`config.mk`:
```
export PLATFORM = sky130hd
export DESIGN_NAME = pixel_ts_store
export DESIGN_NICKNAME = d
export VERILOG_FILES = /design/src/rtl/pix_ts_pkg.sv /design/src/rtl/pix_hit_edge.sv /design/src/rtl/pix_ts_mem.sv /design/src/rtl/pix_ts_readmux.sv /design/src/rtl/pixel_ts_store.sv
export SDC_FILE = /design/constraint.sdc
export NUM_CORES = 1
export LEC_CHECK = 0
export BUFFER_PORTS_ARGS = -buffer_cell sky130_fd_sc_hd__buf_2
export CORE_ASPECT_RATIO = 1.4
export CORE_UTILIZATION = 60
export CTS_BUF_LIST = sky130_fd_sc_hd__clkbuf_8
export CTS_CLUSTER_DIAMETER = 30
export DETAILED_ROUTE_END_ITERATION = 12
export GPL_TIMING_DRIVEN = 0
export HOLD_SLACK_MARGIN = 0.06
export PLACE_DENSITY = 0.93
export SLEW_MARGIN = 20
export SYNTH_ARGS = -nofsm -noshare
export SYNTH_HDL_FRONTEND = slang
export SYNTH_SLANG_ARGS = --single-unit
```
`constraint.sdc`:
```
create_clock -name clk -period 4.9 [get_ports clk]
set_clock_uncertainty 0.1 [all_clocks]
set_input_delay 0.735 -clock clk [delete_from_list [all_inputs] [get_ports clk]]
set_output_delay 0.735 -clock clk [all_outputs]
set_load 0.02 [all_outputs]
```
`src/rtl/pix_ts_pkg.sv`:
```
package pix_ts_pkg;
  // What a detected strobe does to the store at this edge
  typedef enum logic [1:0] {
    ACT_NONE  = 2'd0,
    ACT_STORE = 2'd1,
    ACT_DROP  = 2'd2
  } cap_act_e;
endpackage

```
`src/rtl/pix_hit_edge.sv`:
```
module pix_hit_edge (
  input  logic clk,
  input  logic rst_n,
  input  logic acq_en,
  input  logic hit_in,
  output logic hit_rise,
  output logic win_start
);
  logic hit_q, hit_d;
  logic acq_q, acq_d;

  always_comb begin
    hit_d = hit_in;
    acq_d = acq_en;
  end

  always_ff @(posedge clk or negedge rst_n) begin
    if (!rst_n) begin
      hit_q <= 1'b0;
      acq_q <= 1'b0;
    end else begin
      hit_q <= hit_d;
      acq_q <= acq_d;
    end
  end

  assign hit_rise  = hit_in & ~hit_q;
  assign win_start = acq_en & ~acq_q;
endmodule

```
`src/rtl/pix_ts_mem.sv`:
```
module pix_ts_mem
  import pix_ts_pkg::*;
#(
  parameter int DEPTH = 4,
  parameter int TS_W  = 14,
  localparam int CNT_W = $clog2(DEPTH + 1)
) (
  input  logic                        clk,
  input  logic                        rst_n,
  input  logic                        acq_en,
  input  logic                        win_start,
  input  logic                        hit_rise,
  input  logic [TS_W-1:0]             bx_count,
  output logic [CNT_W-1:0]            count,
  output logic                        ovf,
  output logic [DEPTH-1:0][TS_W-1:0]  entries
);
  localparam logic [CNT_W-1:0] FULL = CNT_W'(DEPTH);

  logic [CNT_W-1:0] base;
  logic             base_ovf;
  cap_act_e         act;
  logic [CNT_W-1:0] count_d;
  logic             ovf_d;
  logic             stat_en;
  logic [DEPTH-1:0] wr_en;

  // Window start restarts the fill point in the same cycle
  always_comb begin
    base     = win_start ? '0 : count;
    base_ovf = win_start ? 1'b0 : ovf;
    act      = ACT_NONE;
    if (acq_en && hit_rise)
      act = (base == FULL) ? ACT_DROP : ACT_STORE;
    count_d = (act == ACT_STORE) ? base + 1'b1 : base;
    ovf_d   = base_ovf | (act == ACT_DROP);
    stat_en = acq_en;
  end

  always_ff @(posedge clk or negedge rst_n) begin
    if (!rst_n) begin
      count <= '0;
      ovf   <= 1'b0;
    end else if (stat_en) begin
      count <= count_d;
      ovf   <= ovf_d;
    end
  end

  for (genvar g = 0; g < DEPTH; g++) begin : g_entry
    assign wr_en[g] = (act == ACT_STORE) && (base == CNT_W'(g));
    always_ff @(posedge clk or negedge rst_n) begin
      if (!rst_n)
        entries[g] <= '0;
      else if (wr_en[g])
        entries[g] <= bx_count;
    end
  end
endmodule

```
`src/rtl/pix_ts_readmux.sv`:
```
module pix_ts_readmux #(
  parameter int DEPTH = 4,
  parameter int TS_W  = 14,
  localparam int CNT_W = $clog2(DEPTH + 1),
  localparam int IDX_W = (DEPTH > 1) ? $clog2(DEPTH) : 1
) (
  input  logic [DEPTH-1:0][TS_W-1:0] entries,
  input  logic [CNT_W-1:0]           count,
  input  logic [IDX_W-1:0]           sel,
  output logic [TS_W-1:0]            ts,
  output logic                       valid
);
  always_comb begin
    ts = '0;
    for (int i = 0; i < DEPTH; i++)
      if (sel == IDX_W'(i)) ts = entries[i];
  end

  assign valid = CNT_W'(sel) < count;
endmodule

```
`src/rtl/pixel_ts_store.sv`:
```
module pixel_ts_store #(
  parameter int DEPTH = 4,
  parameter int TS_W  = 14,
  localparam int CNT_W = $clog2(DEPTH + 1),
  localparam int IDX_W = (DEPTH > 1) ? $clog2(DEPTH) : 1
) (
  input  logic             clk,
  input  logic             rst_n,
  input  logic             acq_en,
  input  logic [TS_W-1:0]  bx_count,
  input  logic             hit_in,
  input  logic [IDX_W-1:0] rd_sel,
  output logic [CNT_W-1:0] rd_count,
  output logic [TS_W-1:0]  rd_ts,
  output logic             rd_valid,
  output logic             ovf
);
  logic                       hit_rise;
  logic                       win_start;
  logic [DEPTH-1:0][TS_W-1:0] entries;

  pix_hit_edge u_edge (
    .clk       (clk),
    .rst_n     (rst_n),
    .acq_en    (acq_en),
    .hit_in    (hit_in),
    .hit_rise  (hit_rise),
    .win_start (win_start)
  );

  pix_ts_mem #(.DEPTH(DEPTH), .TS_W(TS_W)) u_mem (
    .clk       (clk),
    .rst_n     (rst_n),
    .acq_en    (acq_en),
    .win_start (win_start),
    .hit_rise  (hit_rise),
    .bx_count  (bx_count),
    .count     (rd_count),
    .ovf       (ovf),
    .entries   (entries)
  );

  pix_ts_readmux #(.DEPTH(DEPTH), .TS_W(TS_W)) u_rd (
    .entries (entries),
    .count   (rd_count),
    .sel     (rd_sel),
    .ts      (rd_ts),
    .valid   (rd_valid)
  );
endmodule

```
==> impl_metrics.json, run 1 <==
{
  "wl_per_cell_um": 17.72,
  "antenna_left": 0,
  "cts_tree": "built",
  "slowest_stage": "clkbuf_1",
  "cp_data_required_time_ns": 4.07,
  "cts_hold_buf": 0,
  "overflow": 0,
  "setup_viol": 0,
  "coreArea_sq_mm": 0.004805,
  "power.density_mw_per_mm2": 411.1,
  "antenna_found_initial": 0,
  "final.setup.worst_slack_ns": 2.006,
  "p_leak_nw": 1.694,
  "rows": 30,
  "initial_core_util_pct": 61.95,
  "post_synth.cell_area_avg_sq_um": 17.01,
  "clockRootBuffer": "clkbuf_8",
  "path_common_cell": "buf_2",
  "yosysWarnings": 0,
  "via_per_inst": 5.540,
  "h-tree-depth": 3,
  "die_w_um": 61.53,
  "synth_top_area_share_pct": 52.12,
  "synthTopCellsByArea": "dfrtp_1 (52%), mux2_4 (15%), mux4_2 (11%), mux2_2 (9.8%), ha_1 (2.5%)",
  "synth_seq_area_share_pct": 52.12,
  "pin_count": 39,
  "vias": 1612,
  "utilization_pct": 71.02,
  "min_path_type": "input pin to asynchronous set/reset pin",
  "clk_path_buf_depth": 2,
  "post-cts-setup-buffer-count": 0,
  "cp_max_fo": 10,
  "syn_nets": 201,
  "grt_pass1_wl_um": 8418,
  "ys_seq_elements": 62,
  "reg2reg_depth": 8,
  "port_buffers": 37,
  "rsz0062_at_grt": "no",
  "syn-cell-area_sq_mm": 0.002977,
  "synthCells": 175,
  "critPathKind": "input pin to output port",
  "grt_use_total_pct": 22.82,
  "setup-tns-final_ns": 0,
  "final_cell_mix": "dfrtp_1 (62), buf_2 (37), mux2_4 (30), mux2_2 (26), mux4_2 (14)",
  "power.total_mw": 1.403,
  "fmax_mhz": 345.6,
  "rr_startpoint": "u_edge.acq_q",
  "cp-start-kind": "input pin",
  "drv.max_cap_violation_count": 0,
  "status": "complete, no violations",
  "gp_congestion": 0.7178,
  "final_common_cell": "dfrtp_1",
  "final_max_slew_viol_count": 0,
  "finalNetCount": 249,
  "max_stage_delay_ns": 0.54,
  "ys_types": 26,
  "reg2reg_setup_slack_ns": 2.69,
  "finalHoldViolations": 0,
  "fin_crit_ns": 2.894,
  "yosys.area.top_type": "dfrtp_1",
  "clock_latency_ns": 0.34,
  "final_layout_size_suffix_gt1_share_pct": 58.15,
  "dieArea_sq_mm": 0.005251,
  "diodes": 0,
  "clock_sinks": 62,
  "cp-end-kind": "output port",
  "worstMarginPinSlew_ns": 0.7567,
  "routed_wl_um": 5156,
  "timing.rr.end": "u_mem.entries[53]",
  "clkTransAtPathRegs_ns": 0.07,
  "crit_chain": "buf_2, clkbuf_1, mux4_2, buf_2",
  "grt_pass1_vias": 1731,
  "startpoint": "rd_sel[1]",
  "first_iter_violations": 103,
  "slew_headroom_pct": 49.55,
  "critPathArrivalTime_ns": 2.06,
  "pre_cts_ws_ns": 2.036,
  "dp_hpwl_um": 3590,
  "grt_max_degree": 63,
  "area_growth_pct": 14.63,
  "die_height_um": 85.34,
  "drc": 0,
  "ir_worst_vdd_uv": 237.5,
  "cts_buffers": 9,
  "cts_resized": 0,
  "drt-pass1-iter-count": 4,
  "final.period_utilization_pct": 59.06
}
logic make-up (layout without fill, tap and decap cells):
| logic type | Yosys count | count (layout) | share of synthesized area [%] |
|---|---|---|---|
| adder cells (fa/ha/maj) | 6 | 6 | 2.522 |
| XOR/XNOR | 1 | 1 | 0.2943 |
| buffers and inverters | 13 | 65 | 4.455 |
| flip-flops | 62 | 62 | 52.12 |
| AND/OR/NAND/NOR | 18 | 18 | 3.825 |
| multiplexers | 71 | 71 | 35.90 |
| AO/OA/AOI/OAI | 4 | 4 | 0.8829 |
where the power goes:
part	internal [mW]	leakage [nW]	total, mW	switching (mW)
registers	0.623	0.803	0.684	0.0606
clock network	0.202	0.0990	0.382	0.180
logic	0.204	0.792	0.337	0.132
total	1.03	1.69	1.40	0.373
area by class of cell:
cell class,instances,area [sq um]
Tap cell,64,80.08
Multi-Input combinational cell,100,1292
Fill cell,342,1393
Buffer,10,121.4
Clock inverter,4,16.27
Timing Repair Buffer,37,187.7
Clock buffer,11,151.4
Inverter,3,11.26
Sequential cell,62,1551
cells in the mapped netlist:
master / number
nand2_1: 6
and3_1: 4
inv_1: 3
a21oi_1: 2
or2_2: 1
buf_4: 1
ha_1: 6
and3b_2: 1
mux2_4: 30
buf_12: 3
mux4_2: 14
dfrtp_1: 62
o32ai_1: 1
nand2b_1: 1
clkbuf_1: 1
mux2i_1: 1
buf_6: 4
o21a_1: 1
mux2_2: 26
nand3_1: 1
or2b_1: 1
buf_2: 1
xor2_1: 1
nand3_4: 1
and2_4: 1
nor3_1: 1
layer usage:
| metal | vias to the layer above | part of all wire (%) | track usage [%] |
|---|---|---|---|
| li1 | 731 | - | - |
| met1 | 831 | 43 | 29.36 |
| met2 | 38 | 50 | 35.19 |
| met3 | 12 | 3.4 | 4.421 |
| met4 | 0 | 2.9 | 13.33 |
| met5 | - | 0 | 0 |
stage by stage:
stage	cell area [sq um]	cells	hold slack (ns)
after floorplan	2977	175	0.3394
after global placement	3242	276	0.3799
after detailed placement	3244	276	0.3792
after CTS	3412	291	0.3935
after global routing	3412	291	0.4067
final	3412	291	0.3596
flip-flops by register name, summed over array words and instances, names as in the netlist:
register and flops:
u_mem.entries 56, u_mem.count 3, u_edge.acq_q 1, u_mem.ovf 1
u_edge.hit_q 1
how the worst max path moves through the flow:
stage                     endpoint  slack (ns)
after detailed placement  rd_ts[0]        2.04
after global placement    rd_ts[0]        2.06
final                     rd_ts[0]        2.01
after CTS                 rd_ts[0]        2.02
after global routing      rd_ts[0]        1.97
after floorplan           rd_ts[0]        2.34
worst max-delay path, delay by kind of cell:
family	cells	cell delay [ns]
mux	1	0.42
buf+inv	3	0.89
No activity file was read; power rests on OpenSTA's default activity.
==> run 2, diff against run 1 <==
--- a/config.mk
+++ b/config.mk
@@ -7,13 +7,13 @@
 export LEC_CHECK = 0
 export BUFFER_PORTS_ARGS = -buffer_cell sky130_fd_sc_hd__buf_2
 export CORE_ASPECT_RATIO = 1.4
-export CORE_UTILIZATION = 60
+export CORE_UTILIZATION = 54
 export CTS_BUF_LIST = sky130_fd_sc_hd__clkbuf_8
 export CTS_CLUSTER_DIAMETER = 30
 export DETAILED_ROUTE_END_ITERATION = 12
 export GPL_TIMING_DRIVEN = 0
 export HOLD_SLACK_MARGIN = 0.06
-export PLACE_DENSITY = 0.93
+export PLACE_DENSITY = 0.89
 export SLEW_MARGIN = 20
 export SYNTH_ARGS = -nofsm -noshare
 export SYNTH_HDL_FRONTEND = slang
==> constraint.sdc (replaced) <==
create_clock -name clk -period 2.4 [get_ports clk]
set_clock_uncertainty 0.1 [all_clocks]
set_input_delay 0.36 -clock clk [delete_from_list [all_inputs] [get_ports clk]]
set_output_delay 0.36 -clock clk [all_outputs]
set_load 0.02 [all_outputs]
==> run 2 against run 1 <==
Sequential share of layout area is 0.87 points lower. Clock power grew to 2.7 times the previous value. Global-route usage is 1.3 points lower. Critical path type is now register to register. Largest power group unchanged.
==> impl_metrics.json, run 2 (synthesized netlist as in run 1, its figures left out) <==
{
  "status": "complete, no violations",
  "final_layout_size_suffix_gt1_share_pct": 59.21,
  "n_fill_cell": 365,
  "pin_count": 39,
  "p_int_mw": 2.322,
  "p_leak_nw": 1.715,
  "routed_wl_um": 5450,
  "vias": 1663,
  "dp.cells": 278,
  "post-route-cell-area_sq_mm": 0.003478,
  "cts_resized": 0,
  "final_cell_mix": "dfrtp_1 (62), buf_2 (37), mux2_4 (30), mux2_2 (26), mux4_2 (14)",
  "slew_headroom_pct": 48.28,
  "final_cells": 294,
  "clockPowerShare_pct": 32.7,
  "drc": 0,
  "area_growth_pct": 16.86,
  "switchingPower_mw": 0.7848,
  "diodes": 0,
  "critPathKind": "register to register",
  "via_per_inst": 5.656,
  "antenna_left": 0,
  "reg_top3": "u_mem.entries: 56 flops, u_mem.count: 3 flops",
  "clock_latency_ns": 0.33,
  "die_height_um": 89.85,
  "ir_worst_vdd_uv": 457.5,
  "dpl-instance-area_sq_mm": 0.003247,
  "setup_viol": 0,
  "fin_crit_ns": 2.221,
  "cp-start-kind": "register",
  "cts_buffers": 9,
  "wl_per_cell_um": 18.54,
  "dp_hpwl_um": 3754,
  "clk_path_buf_depth": 2,
  "grt_max_degree": 63,
  "pwr-share-comb_pct": 22.2,
  "grt_use_total_pct": 21.48,
  "finalHoldViolations": 0,
  "port_buffers": 37,
  "clkTransAtPathRegs_ns": 0.06,
  "first_iter_violations": 140,
  "drv.max_cap_violation_count": 0,
  "critPathArrivalTime_ns": 2.33,
  "final_max_slew_viol_count": 0,
  "cp-end-kind": "register",
  "timing.hold.ws_ns": 0.08701,
  "dieArea_sq_mm": 0.005817,
  "worstMarginPinSlew_ns": 0.7759,
  "clockRootBuffer": "clkbuf_8",
  "post-cts-setup-buffer-count": 0,
  "min_path_type": "input pin to register",
  "largest_register_ffs": 56,
  "power.density_mw_per_mm2": 893.2,
  "final_common_cell": "dfrtp_1",
  "drt-pass1-iter-count": 4,
  "overflow": 0,
  "finalNetCount": 250,
  "grt_pass1_vias": 1834,
  "initial_core_util_pct": 56.85,
  "pwr-share-seq_pct": 45.0,
  "final.period_utilization_pct": 92.55,
  "antenna_found_initial": 0,
  "fmax_mhz": 450.2,
  "die_w_um": 64.75,
  "clock_sinks": 62,
  "cts_tree": "built",
  "coreArea_sq_mm": 0.005236,
  "gp_congestion": 0.7403,
  "rsz0062_at_grt": "no",
  "cp_data_required_time_ns": 2.51,
  "cp_max_fo": 10,
  "setup-tns-final_ns": 0,
  "rows": 31,
  "h-tree-depth": 3,
  "grt_pass1_wl_um": 9190,
  "largest_register": "u_mem.entries",
  "p_sw_share_pct": 25.26
}
[run 2: final timing paths]
path / startpoint / endpoint / slack, ns / cells after the start
hold reg to reg: u_mem.ovf / u_mem.ovf / 0.39 / 1
hold / removal: hit_in / u_edge.hit_q / 0.09 / 1
setup / recovery: u_edge.acq_q / u_mem.entries[54] / 0.18 / 8
setup reg to reg: u_edge.acq_q / u_mem.entries[54] / 0.18 / 8
max in group asynchronous: rst_n / u_mem.entries[52] / 1.14 / 2
min in group asynchronous: rst_n / u_mem.entries[4] / 0.54 / 2
[run 2: cell type report]
cell class / instances / area [sq um] / share of cell area, %
Multi-Input combinational cell: 100 / 1292 / 37.16
Tap cell: 66 / 82.58 / 2.374
Inverter: 3 / 11.26 / 0.3237
Buffer: 10 / 121.4 / 3.489
Clock inverter: 4 / 70.07 / 2.014
Timing Repair Buffer: 38 / 197.7 / 5.683
Sequential cell: 62 / 1551 / 44.60
Clock buffer: 11 / 151.4 / 4.353
[run 2: through the flow]
| stage | power, mW | worst slack [ns] | utilization, % |
|---|---|---|---|
| after detailed placement | 2.108 | 0.05148 | 62.01 |
| after floorplan | 1.905 | 0.4239 | - |
| after CTS | 3.132 | 0.1717 | 66.43 |
| after global routing | 3.253 | 0.08328 | 66.43 |
| after global placement | 2.066 | 0.1444 | 61.96 |
| final | 3.107 | 0.1788 | 66.43 |
[run 2: worst max-delay path, stage by stage, from the launching register on]
cell	delay (ns)
dfrtp_1	0.39
or2b_1	0.28
nand2_1	0.15
inv_1	0.08
ha_1	0.22
ha_1	0.21
nand3_4	0.11
buf_6	0.19
mux2_2	0.37
[run 2: power by group through the flow]
stage                     clock (mW)  combinational [mW]  sequential [mW]
after CTS                       1.03               0.700             1.40
after detailed placement           0               0.699             1.41
final                           1.02               0.691             1.40
after floorplan                    0               0.534             1.37
after global placement             0               0.669             1.40
after global routing            1.09               0.740             1.43
[run 2: layer usage]
metal | global-route usage (%) | up-vias | share of wire [%]
met3 | 5.584 | 12 | 4.3
li1 | - | 735 | -
met1 | 26.43 | 875 | 41
met4 | 9.630 | 0 | 1.9
met5 | 0 | - | 0
met2 | 34.90 | 41 | 53
[run 2: what timing repair did]
| item | CTS | global route |
|---|---|---|
| setup endpoints to repair | 0 | 0 |
| endpoints found under the hold margin | 62 | 0 |
| hold buffers | 1 | 0 |
==> run 3, diff against run 2 <==
--- a/config.mk
+++ b/config.mk
@@ -7,13 +7,13 @@
 export LEC_CHECK = 0
 export BUFFER_PORTS_ARGS = -buffer_cell sky130_fd_sc_hd__buf_2
 export CORE_ASPECT_RATIO = 1.4
-export CORE_UTILIZATION = 54
+export CORE_UTILIZATION = 60
 export CTS_BUF_LIST = sky130_fd_sc_hd__clkbuf_8
 export CTS_CLUSTER_DIAMETER = 30
 export DETAILED_ROUTE_END_ITERATION = 12
 export GPL_TIMING_DRIVEN = 0
 export HOLD_SLACK_MARGIN = 0.06
-export PLACE_DENSITY = 0.89
+export PLACE_DENSITY = 0.93
 export SLEW_MARGIN = 20
 export SYNTH_ARGS = -nofsm -noshare
 export SYNTH_HDL_FRONTEND = slang
==> constraint.sdc (replaced) <==
create_clock -name clk -period 2.2 [get_ports clk]
set_clock_uncertainty 0.1 [all_clocks]
set_input_delay 0.33 -clock clk [delete_from_list [all_inputs] [get_ports clk]]
set_output_delay 0.33 -clock clk [all_outputs]
set_load 0.02 [all_outputs]
==> run 3 against run 2 <==
Setup slack got worse by 0.10 ns. Die area decreased by 9.7%. Fmax up 4.6%. Critical path type unchanged. Critical endpoint unchanged. Largest cell class unchanged. Largest power group unchanged. Highest routed layer unchanged.
==> impl_metrics.json, run 3 (synthesized netlist as in run 1, its figures left out) <==
{
  "drt-pass1-iter-count": 4,
  "coreArea_sq_mm": 0.004805,
  "timing.hold.ws_ns": 0.1675,
  "pwr-share-seq_pct": 48.7,
  "port_buffers": 37,
  "final_common_cell": "dfrtp_1",
  "min_path_type": "input pin to register",
  "dieArea_sq_mm": 0.005251,
  "max_stage_delay_ns": 0.39,
  "slew_headroom_pct": 49.71,
  "path_common_cell": "ha_1",
  "cp-end-kind": "register",
  "post-cts-setup-buffer-count": 0,
  "routed_wl_um": 5184,
  "switchingPower_mw": 0.8287,
  "timing.critical_path.buf_inv": 2,
  "die_height_um": 85.34,
  "fin_crit_ns": 2.124,
  "fmax_mhz": 470.8,
  "power.density_mw_per_mm2": 905.0,
  "wl_per_cell_um": 17.63,
  "cp_max_fo": 10,
  "p_sw_share_pct": 26.51,
  "cp_data_required_time_ns": 2.32,
  "finalHoldViolations": 0,
  "clock_sinks": 62,
  "crit_chain": "or2b_4, nand2_2, inv_1, ha_1, ha_1, nand3_4, buf_8, mux2_2",
  "grt_pass1_wl_um": 8500,
  "clkTransAtPathRegs_ns": 0.06,
  "area_growth_pct": 16.06,
  "dp_hpwl_um": 3590,
  "pin_count": 39,
  "finalNetCount": 252,
  "clockPowerShare_pct": 27.1,
  "die_w_um": 61.53,
  "drc": 0,
  "cp-start-kind": "register",
  "rsz0062_at_grt": "no",
  "cp_top_family": "simple AND/OR/NAND/NOR gates",
  "setup_viol": 0,
  "via_per_inst": 5.503,
  "crit_cells": 8,
  "n_fill_cell": 340,
  "setup-tns-final_ns": 0,
  "rows": 30,
  "pwr-share-comb_pct": 24.2,
  "vias": 1618,
  "antenna_found_initial": 0,
  "critPathKind": "register to register",
  "cts_tree": "built",
  "grt_max_degree": 63,
  "antenna_left": 0,
  "cts_buffers": 9,
  "clock_latency_ns": 0.34,
  "hold_depth": 3,
  "largest_register_ffs": 56,
  "gp_congestion": 0.7178,
  "pre_cts_ws_ns": -0.1003,
  "drv.max_cap_violation_count": 0,
  "final_max_slew_viol_count": 0,
  "reg_top3": "u_mem.entries: 56 flops, u_mem.count: 3 flops",
  "status": "complete, no violations",
  "h-tree-depth": 3,
  "reg2reg_depth": 8,
  "p_leak_nw": 1.711,
  "diodes": 0,
  "largest_register": "u_mem.entries",
  "final.setup.worst_slack_ns": 0.07578,
  "ir_worst_vdd_uv": 533.7,
  "grt_pass1_vias": 1766,
  "p_int_mw": 2.298,
  "critPathArrivalTime_ns": 2.24,
  "grt_use_total_pct": 23.04,
  "final_layout_size_suffix_gt1_share_pct": 58.70,
  "clockRootBuffer": "clkbuf_8",
  "first_iter_violations": 86,
  "initial_core_util_pct": 61.95,
  "clk_path_buf_depth": 2,
  "slowest_stage": "dfrtp_1",
  "worstMarginPinSlew_ns": 0.7544,
  "final_cell_mix": "dfrtp_1 (62), buf_2 (37), mux2_4 (30), mux2_2 (26), mux4_2 (14)",
  "overflow": 0,
  "final.period_utilization_pct": 96.56
}
-- run 3: changes by cell type in the layout (fill, tap and decap cells not counted), sizes merged --
cell         change
inv              +3
clkinv           -1
bufinv           -2
dlygate4sd3      +2
-- run 3: worst reg2reg max path: cells and delay by family, from the launching register on --
kind                     cells  cell delay, ns
AND/OR/NAND/NOR              3            0.50
adder cells (fa/ha/maj)      2            0.44
flip-flops                   1            0.39
multiplexers                 1            0.35
buffers and inverters        2            0.23
-- run 3: path summary, 6_finish.rpt --
path | from | slack, ns | to
worst max-delay path | u_edge.acq_q | 0.08 | u_mem.entries[54]
worst min-delay path | acq_en | 0.17 | u_mem.count[1]
worst max register to register | u_edge.acq_q | 0.08 | u_mem.entries[54]
worst min register to register | u_mem.entries[42] | 0.40 | u_mem.entries[42]
max in group asynchronous | rst_n | 0.99 | u_mem.entries[53]
min in group asynchronous | rst_n | 0.52 | u_mem.entries[5]
-- run 3: per-stage QoR --
| stage | std cells | util, % | power, mW | cell area (sq um) |
|---|---|---|---|---|
| final | 294 | 71.90 | 3.126 | 3455 |
| after global routing | 294 | 71.90 | 3.276 | 3455 |
| after CTS | 294 | 71.74 | 3.151 | 3447 |
| after detailed placement | 276 | 67.53 | 2.293 | 3244 |
| after global placement | 276 | 67.47 | 2.250 | 3242 |
| after floorplan | 175 | - | 2.078 | 2977 |
-- run 3: timing repair --
action                     CTS  global route
hold endpoints to repair    64             0
setup endpoints to repair    6            10
resized for setup            2             2
hold buffers                 3             0
-- run 3: final cells by class --
class | instances | area, sq um | area share (%)
Sequential cell | 62 | 1551 | 44.91
Clock buffer | 11 | 151.4 | 4.382
Timing Repair Buffer | 40 | 217.7 | 6.302
Tap cell | 64 | 80.08 | 2.318
Multi-Input combinational cell | 100 | 1301 | 37.67
Clock inverter | 4 | 16.27 | 0.4708
Inverter | 3 | 11.26 | 0.3260
Buffer | 10 | 125.1 | 3.622
-- run 3: layer usage --
layer	share of wire, %	global-route usage, %
met5	0	0
met4	2.8	13.33
met3	3.3	4.421
met2	51	35.97
met1	43	29.25
-- run 3: power by group through the flow --
| stage | clock network (mW) | registers (mW) | logic [mW] |
|---|---|---|---|
| 2_1_floorplan | 0 | 1.50 | 0.582 |
| 3_3_place_gp | 0 | 1.52 | 0.729 |
| 3_5_place_dp | 0 | 1.54 | 0.756 |
| 4_1_cts | 0.864 | 1.52 | 0.764 |
| 5_1_grt | 0.914 | 1.55 | 0.813 |
| 6_report | 0.848 | 1.52 | 0.755 |
